### config.mk
export PLATFORM = sky130hd
export DESIGN_NAME = delay_branch_seq
export DESIGN_NICKNAME = d
export VERILOG_FILES = /design/src/rtl/dbs_pkg.sv /design/src/rtl/dbs_ctrl.sv /design/src/rtl/dbs_datapath.sv /design/src/rtl/delay_branch_seq.sv
export SDC_FILE = /design/constraint.sdc
export NUM_CORES = 1
export LEC_CHECK = 0
export BUFFER_PORTS_ARGS = -buffer_cell sky130_fd_sc_hd__buf_2
export CAP_MARGIN = 25
export CORE_MARGIN = 2
export CORE_UTILIZATION = 49
export DETAILED_ROUTE_END_ITERATION = 10
export PLACE_DENSITY = 0.92
export SETUP_SLACK_MARGIN = 0.05
export SYNTH_ARGS = -nofsm -noshare
export SYNTH_HDL_FRONTEND = slang
export SYNTH_SLANG_ARGS = --single-unit
export TNS_END_PERCENT = 100
### constraint.sdc
create_clock -name clk -period 4 [get_ports clk]
set_input_delay 0.8 -clock clk [delete_from_list [all_inputs] [get_ports clk]]
set_output_delay 0.8 -clock clk [all_outputs]
set_load 0.05 [all_outputs]
### src/rtl/dbs_pkg.sv
package dbs_pkg;

  typedef enum logic [1:0] {
    BR_JUMP = 2'd0,
    BR_CALL = 2'd1,
    BR_RET  = 2'd2,
    BR_COND = 2'd3
  } brKind_e;

  typedef enum logic [1:0] {
    SQ_IDLE  = 2'd0,
    SQ_SLOT  = 2'd1,
    SQ_REDIR = 2'd2
  } seqState_e;

  typedef struct packed {
    logic capture;
    logic redirect;
  } dbsStrobe_t;

endpackage

### src/rtl/dbs_ctrl.sv
module dbs_ctrl
  import dbs_pkg::*;
(
  input  logic       clk,
  input  logic       rstN,
  input  logic       issueValid,
  input  logic       slotValid,
  input  logic       slotMulti,
  output dbsStrobe_t strb,
  output logic       irqInhibit,
  output logic       illegalSlot,
  output logic       redirectValid
);

  seqState_e stateQ, stateD;
  logic issueAccept, slotDone, inSlot;

  assign inSlot      = (stateQ == SQ_SLOT);
  assign issueAccept = issueValid && !inSlot;
  assign slotDone    = inSlot && (slotValid || issueValid);
  assign illegalSlot = inSlot && (issueValid || (slotValid && slotMulti));

  always_comb begin
    stateD = stateQ;
    case (stateQ)
      SQ_SLOT:  if (slotDone) stateD = SQ_REDIR;
      default:  stateD = issueAccept ? SQ_SLOT : SQ_IDLE;
    endcase
  end

  always_ff @(posedge clk) begin
    if (!rstN) stateQ <= SQ_IDLE;
    else       stateQ <= stateD;
  end

  assign strb.capture   = issueAccept;
  assign strb.redirect  = (stateQ == SQ_REDIR);
  assign redirectValid  = strb.redirect;
  assign irqInhibit     = inSlot || issueValid;

  p_issue_pends_r7: assert property (@(posedge clk) disable iff (!rstN)
    issueAccept |=> (stateQ == SQ_SLOT));

  p_retire_redirects_r10: assert property (@(posedge clk) disable iff (!rstN)
    slotDone |=> redirectValid);

  p_illegal_then_redirect_r8: assert property (@(posedge clk) disable iff (!rstN)
    illegalSlot |=> redirectValid);

  p_redirect_single_r10: assert property (@(posedge clk) disable iff (!rstN)
    redirectValid |=> !redirectValid);

  p_inhibit_drops_r7: assert property (@(posedge clk) disable iff (!rstN)
    (redirectValid && !issueValid) |-> !irqInhibit);

endmodule

### src/rtl/dbs_datapath.sv
module dbs_datapath
  import dbs_pkg::*;
#(
  parameter int ADDR_W     = 32,
  parameter int FLAG_W     = 4,
  parameter int INSN_BYTES = 2
) (
  input  logic              clk,
  input  logic              rstN,
  input  dbsStrobe_t        strb,
  input  logic [1:0]        issueKind,
  input  logic [ADDR_W-1:0] issuePc,
  input  logic [ADDR_W-1:0] regVal,
  input  logic [ADDR_W-1:0] rpVal,
  input  logic [FLAG_W-1:0] ccFlags,
  input  logic [FLAG_W-1:0] condMask,
  input  logic              condInvert,
  input  logic [ADDR_W-1:0] condTarget,
  output logic [ADDR_W-1:0] redirectAddr,
  output logic              rpWrite,
  output logic [ADDR_W-1:0] rpWdata
);

  localparam logic [ADDR_W-1:0] PAST_SLOT = ADDR_W'(2 * INSN_BYTES);

  brKind_e           kind;
  logic [ADDR_W-1:0] tgtD, tgtQ, seqAddr, seqQ;
  logic              takenD, takenQ;

  assign kind    = brKind_e'(issueKind);
  assign seqAddr = issuePc + PAST_SLOT;

  always_comb begin
    tgtD   = regVal;
    takenD = 1'b1;
    case (kind)
      BR_RET:  tgtD = rpVal;
      BR_COND: begin
        tgtD   = condTarget;
        takenD = (|(ccFlags & condMask)) ^ condInvert;
      end
      default: tgtD = regVal;
    endcase
  end

  always_ff @(posedge clk) begin
    if (!rstN) begin
      tgtQ   <= '0;
      seqQ   <= '0;
      takenQ <= 1'b0;
    end else if (strb.capture) begin
      tgtQ   <= tgtD;
      seqQ   <= seqAddr;
      takenQ <= takenD;
    end
  end

  assign redirectAddr = takenQ ? tgtQ : seqQ;
  assign rpWrite      = strb.capture && (kind == BR_CALL);
  assign rpWdata      = seqAddr;

  p_ret_frozen_r4: assert property (@(posedge clk) disable iff (!rstN)
    (strb.capture && kind == BR_RET) |=> (tgtQ == $past(rpVal)));

  p_uncond_taken_r2: assert property (@(posedge clk) disable iff (!rstN)
    (strb.capture && kind != BR_COND) |=> takenQ);

  p_hold_without_issue_r9: assert property (@(posedge clk) disable iff (!rstN)
    !strb.capture |=> $stable(tgtQ));

endmodule

### src/rtl/delay_branch_seq.sv
module delay_branch_seq
  import dbs_pkg::*;
#(
  parameter int ADDR_W     = 32,
  parameter int FLAG_W     = 4,
  parameter int INSN_BYTES = 2
) (
  input  logic              clk,
  input  logic              rstN,
  input  logic              issueValid,
  input  logic [1:0]        issueKind,
  input  logic [ADDR_W-1:0] issuePc,
  input  logic [ADDR_W-1:0] regVal,
  input  logic [ADDR_W-1:0] rpVal,
  input  logic [FLAG_W-1:0] ccFlags,
  input  logic [FLAG_W-1:0] condMask,
  input  logic              condInvert,
  input  logic [ADDR_W-1:0] condTarget,
  input  logic              slotValid,
  input  logic              slotMulti,
  input  logic              irqReq,
  output logic              irqInhibit,
  output logic              eitAccept,
  output logic              redirectValid,
  output logic [ADDR_W-1:0] redirectAddr,
  output logic              rpWrite,
  output logic [ADDR_W-1:0] rpWdata,
  output logic              illegalSlot
);

  dbsStrobe_t strb;

  dbs_ctrl u_ctrl (
    .clk(clk), .rstN(rstN), .issueValid(issueValid), .slotValid(slotValid),
    .slotMulti(slotMulti), .strb(strb), .irqInhibit(irqInhibit),
    .illegalSlot(illegalSlot), .redirectValid(redirectValid)
  );

  dbs_datapath #(.ADDR_W(ADDR_W), .FLAG_W(FLAG_W), .INSN_BYTES(INSN_BYTES)) u_dp (
    .clk(clk), .rstN(rstN), .strb(strb), .issueKind(issueKind), .issuePc(issuePc),
    .regVal(regVal), .rpVal(rpVal), .ccFlags(ccFlags), .condMask(condMask),
    .condInvert(condInvert), .condTarget(condTarget), .redirectAddr(redirectAddr),
    .rpWrite(rpWrite), .rpWdata(rpWdata)
  );

  assign eitAccept = irqReq && !irqInhibit;

  p_no_accept_in_window_r7: assert property (@(posedge clk) disable iff (!rstN)
    (issueValid || illegalSlot) |-> !eitAccept);

endmodule

# [After elaboration in Yosys (flattened, before gate mapping)]
# Index checks and enable logic that the tools add are counted.
[op_classes] add_sub_neg=1 eq_ne=6 mux=6 n_bitwise=2 reduce_logical=12
[ops] op="$pmux 32 s2" count=1
[ops] op="$add 32x3->32 const B" count=1
[ops] op="$mux 32" count=1
[ops] op="$eq 2x2->1 const B" count=3
[ops] op="$logic_and 1x1->1" count=6
[ops] op="$and 4x4->4" count=1
[ops] op="$eq 2x1->1 const B" count=2
[ops] op="$mux 2" count=2
[ops] op="$reduce_or 4->1" count=1
[ops] op="$logic_or 1x1->1" count=3
[ops] op="$logic_not 1->1" count=2
[ops] op="$mux 1" count=2
[ops] op="$ne 2x1->1 const B" count=1
[ops] op="$xor 1x1->1" count=1
[totals] reg_bits=67 inputBits=145 out_inout_bits=69 word_cells=31

# [Longest topological paths before layout]
[logic_depth] ltp_word=5 ltp_mapped=7

# [Modules after synthesis]
# Synthesis repeated with hierarchy kept, for this count alone.
[hier_totals] hier_cells=493 hier_area_um2=4110.2
[modules_own_cells] mod="dbs_datapath" n_inst=1 cells_per_inst=478 area_each_um2=3972.6 seq_area_each_um2=1301.2
[modules_own_cells] mod="dbs_ctrl" n_inst=1 cells_per_inst=14 area_each_um2=123.9 seq_area_each_um2=40.0
[modules_own_cells] mod="delay_branch_seq" n_inst=1 cells_per_inst=1 area_each_um2=13.8 seq_area_each_um2=0.0

# [Worst setup path after synthesis]
# Ideal clock, no wire load.
[synth_timing] path_type="input port to output port" from="in issueKind[0]" to="out rpWrite" arrival_time_ps=2712 required_time_ps=3200 path_slack_ps=488 stages=3 path_cell_list="clkbuf_1 clkbuf_1 nor3b_1"
[synth_between] elab_chain_len=2
[synth_rtl] element="start, declared" line="delay_branch_seq.sv:11" source="input logic [1:0] issueKind,"
[synth_rtl] element="$eq 2x1->1" line="dbs_datapath.sv:59" source="assign rpWrite = strb.capture && (kind == BR_CALL);"
[synth_rtl] element="$logic_and 1x1->1" line="dbs_datapath.sv:59"
[synth_rtl] element="end, declared" line="delay_branch_seq.sv:26" source="output logic rpWrite,"
# No other way between the ends.

# [Final worst setup path]
[layout_timing] from="in issuePc[2]" to="out rpWdata[22]"
[layout_between] elab_chain_len=1
[layout_rtl] element="start, declared" line="delay_branch_seq.sv:12" source="input logic [ADDR_W-1:0] issuePc,"
[layout_rtl] element="$add 32x3->32" line="dbs_datapath.sv:31" source="assign seqAddr = issuePc + PAST_SLOT;"
[layout_rtl] element="end, declared" line="delay_branch_seq.sv:27" source="output logic [ADDR_W-1:0] rpWdata,"
# No other way between the ends.

==> impl_summary.txt <==
----------------------------------------------------
[Critical path]
  Required time reported for the critical path endpoint ... roughly 3.2 ns
  Crit-path slowest cell ... sky130_fd_sc_hd__nor4_1
  Type of the worst setup path ... in2out
  FF-to-FF path depth ... 5
  Type of destination of the critical path ... primary output
  Largest stage delay, worst path ... approximately 0.71 ns
  Cell occurring most often along the worst timing path ... sky130_fd_sc_hd__buf_2
  Series of cell instances along the critical path ... buf_2 > ha_1 > nand4_1 > nor4_1 > nand3b_1 > nand2_1 > buf_2
  CP max FO ... 6
  Startpoint type of the worst setup path ... input port
  Data arrival time of the critical path ... ~2.8 ns

[Route]
  Residual DRC count ... 0
  Total number of vias ... about 4.6k
  Routed Wire Length ... 13.08 mm
  First drt pass iteration count ... 5
  Wire length per cell ... roughly 16 um
  Count of antenna-violating nets left after detailed routing ... 0
  Number of DRC violations after detailed-routing iteration 0 ... roughly 230
  Vias per cell ... 5.831

[GRT]
  Wire length of the first global-routing pass ... about 20 mm
  Number of global-route vias before repair ... ~4.3k
  Maximum number of pins on one net before global-route repair ... 66
  Initial antenna violation count ... 0
  Global route total overflow ... 0
  Overall Global Routing Usage ... 0.2768

[Power]
  Switching power as a share of total power ... 0.3602
  Internal power ... between 1000 and 1500 uW
  Switching power ... about 680 uW
  Power density cells ... ~350 nW/um^2
  Post-route total power ... 1883 uW
  Clk pwr share ... 0.280
  Combinational share of power ... 0.324
  Worst vdd ir ... 0.1938 mV
  Part of the power in registers ... 0.396
  Reported leakage power ... 0.002489 uW

[Placement]
  GP Congestion ... about 0.83
  Quantity of I/O buffers inserted on ports ... 213
  Sum of net half-perimeters after detailed placement ... 9.646 mm

[Clocking]
  CTS Root Cell ... sky130_fd_sc_hd__clkbuf_8
  Number of buffers inserted to repair setup after CTS ... 0
  Post_cts resized ... 0
  TritonCTS Sinks ... 67
  Clk buf depth ... 2
  CTS tree ... done
  CTS Hold Buffers Added ... 0
  Level count of the clock H-tree ... 3
  Clock transition time at the flip-flop clock pins of the worst setup and hold paths ... 0.06 ns
  Worst skew pair latency ... 0.33 ns
  Total clock buffers created by CTS ... 9

[Logic synthesis]
  Synthesized netlist net count ... 645
  Instance count of the mapped netlist ... ~500
  Most instantiated library cell after synthesis ... sky130_fd_sc_hd__nand2_1
  Primary flip-flop cell chosen by synthesis mapping ... sky130_fd_sc_hd__dfxtp_1
  Post-synth EDFFs ... 0
  Mapped Avg Cell Area ... about 8.1 sq um
  Cell Area, Synth ... between 4000 and 5000 sq um
  Cells taking the most area after synthesis ... sky130_fd_sc_hd__dfxtp_1 33%, sky130_fd_sc_hd__mux2_2 8.9%, sky130_fd_sc_hd__nand2_1 8.9%, sky130_fd_sc_hd__mux2i_1 7.9%, sky130_fd_sc_hd__o211ai_1 5.9%
  Yosys synthesis warning count ... 0
  Biggest area consumer among synthesized cells ... sky130_fd_sc_hd__dfxtp_1
  Async set-or-reset flop fraction in the synthesized netlist ... 0
  Area fraction of the dominant cell type after synthesis ... 0.3303
  Seq/Total Area, Yosys ... 0.3303
  Flops & latches, synth ... 67
  Most frequent cells after synthesis ... 96 x sky130_fd_sc_hd__nand2_1, 67 x sky130_fd_sc_hd__dfxtp_1, 37 x sky130_fd_sc_hd__a21oi_1, 34 x sky130_fd_sc_hd__clkbuf_1
  Count of unique library cells instantiated by Yosys ... 42

[Floorplanning]
  Effective utilization at floorplan ... 0.4993
  Die height ... 95.04 um
  Die outline area ... approximately 9000 sq um
  Core Footprint ... 8134 sq um
  Number of placement rows ... 33
  Die Wd ... about 95 um
  Number of I/O pins ... 214

[Hold path]
  Number of instances on the worst hold path ... 2
  Path type of the worst min-delay path ... reg2reg

[Final layout]
  Syn-to-layout area delta ... 30.84%
  Proportion of layout cells with a drive suffix above 1 ... 0.4046
  Total of fill cells in the finished design ... 688
  Final net count ... approximately 830
  Count of antenna diodes in the layout ... 0

[STA]
  Setup repair after global routing missed its margin ... no
  Summed negative setup slack over all endpoints ... 0 ns
  Number of hold violations in the final report ... 0
  Crit share post-route ... 0.8971
  Fmax ... around 0.28 GHz
  Final Max Slew Viols ... 0
  Final period demand of the worst path ... about 3.6 ns
  Final setup fails ... 0
  Max transition margin ... 0.4209
  Worst Tran Pin Value ... between 0.8 and 0.9 ns
  Post-Route Skew ... 0.009142 ns

[Status]
  Status ... finished clean

[Flow run]
  Max capacitance violation total ... 0

----------------------------------------------------
## power by group through the flow
stage	logic, uW	clock network [uW]	registers, uW
2_1_floorplan	427	0	750
3_3_place_gp	590	0	755
3_5_place_dp	605	0	759
4_1_cts	607	530	744
5_1_grt	647	569	749
6_report	610	527	746
## registers in the layout, indices dropped and copies added (netlist names)
register       cells
u_dp.seqQ         32
u_dp.tgtQ         32
u_ctrl.stateQ      2
u_dp.takenQ        1
## final timing paths
path / end / startpoint / slack (ns)
max: rpWdata[22] / issuePc[2] / 0.41
min reg2reg: u_dp.tgtQ[20]$_SDFFE_PN0P_ / u_dp.tgtQ[20]$_SDFFE_PN0P_ / 0.46
min: u_dp.tgtQ[20]$_SDFFE_PN0P_ / u_dp.tgtQ[20]$_SDFFE_PN0P_ / 0.46
max reg2reg: u_dp.seqQ[9]$_SDFFE_PN0P_ / u_ctrl.stateQ[1]$_SDFFE_PN0P_ / 1.78
## metal layers
layer | wire length [um] | vias up | GRT usage | part of all wire
li1 | - | 2197 | - | -
met1 | 5315 | 2206 | 0.3351 | 0.41
met2 | 6601 | 222 | 0.4911 | 0.50
met3 | 904 | 22 | 0.04822 | 0.069
met4 | 262 | 0 | 0.1014 | 0.020
met5 | 0 | - | 0 | 0
## placed cells by master, fill, tap and decap left out, types with 11 or more instances in the layout
master,instances
sky130_fd_sc_hd__buf_2,213
sky130_fd_sc_hd__o21ai_0,26
sky130_fd_sc_hd__a21oi_1,37
sky130_fd_sc_hd__o211ai_1,32
sky130_fd_sc_hd__a31oi_1,15
sky130_fd_sc_hd__nand3_1,11
sky130_fd_sc_hd__mux2i_1,32
sky130_fd_sc_hd__nand2_1,95
sky130_fd_sc_hd__dfxtp_1,67
sky130_fd_sc_hd__nor2_1,12
sky130_fd_sc_hd__mux2_2,32
## logic make-up after synthesis
group           count (synthesis)  share of synthesized area
xor+xnor                       14                    0.03019
mux                            64                     0.1676
flops                          67                     0.3303
buf+inv                        45                    0.04621
fa+ha+maj                       1                   0.003080
compound gates                135                     0.2138
simple gates                  173                     0.2089
## critical path: cells and delay by family
kind	cells	cell delay (ns)
and+or+nand+nor	4	1.34
buffers and inverters	2	0.39
adders and majority gates	1	0.26
## cell type report
cell class                      count  area [sq um]  share of cell area
Timing Repair Buffer              220          1119              0.2105
Sequential cell                    67          1341              0.2524
Tap cell                          105         131.4             0.02472
Multi-Input combinational cell    387          2536              0.4773
Clock buffer                       12         135.1             0.02543
Inverter                            3         11.26            0.002119
Clock inverter                      3         40.04            0.007535
## through the flow
stage            util  hold slack, ns  cell area, sq um  cells  setup WS (ns)
3_5_place_dp   0.6317          0.4464              5139    782         0.4689
5_1_grt        0.6533          0.4747              5314    797         0.2890
4_1_cts        0.6533          0.4554              5314    797         0.4622
2_1_floorplan       -          0.4329              4061    499         0.4883
3_3_place_gp   0.6317          0.4381              5139    782         0.5299
6_report       0.6533          0.4579              5314    797         0.4115
Power figures use the tool's default switching activity.
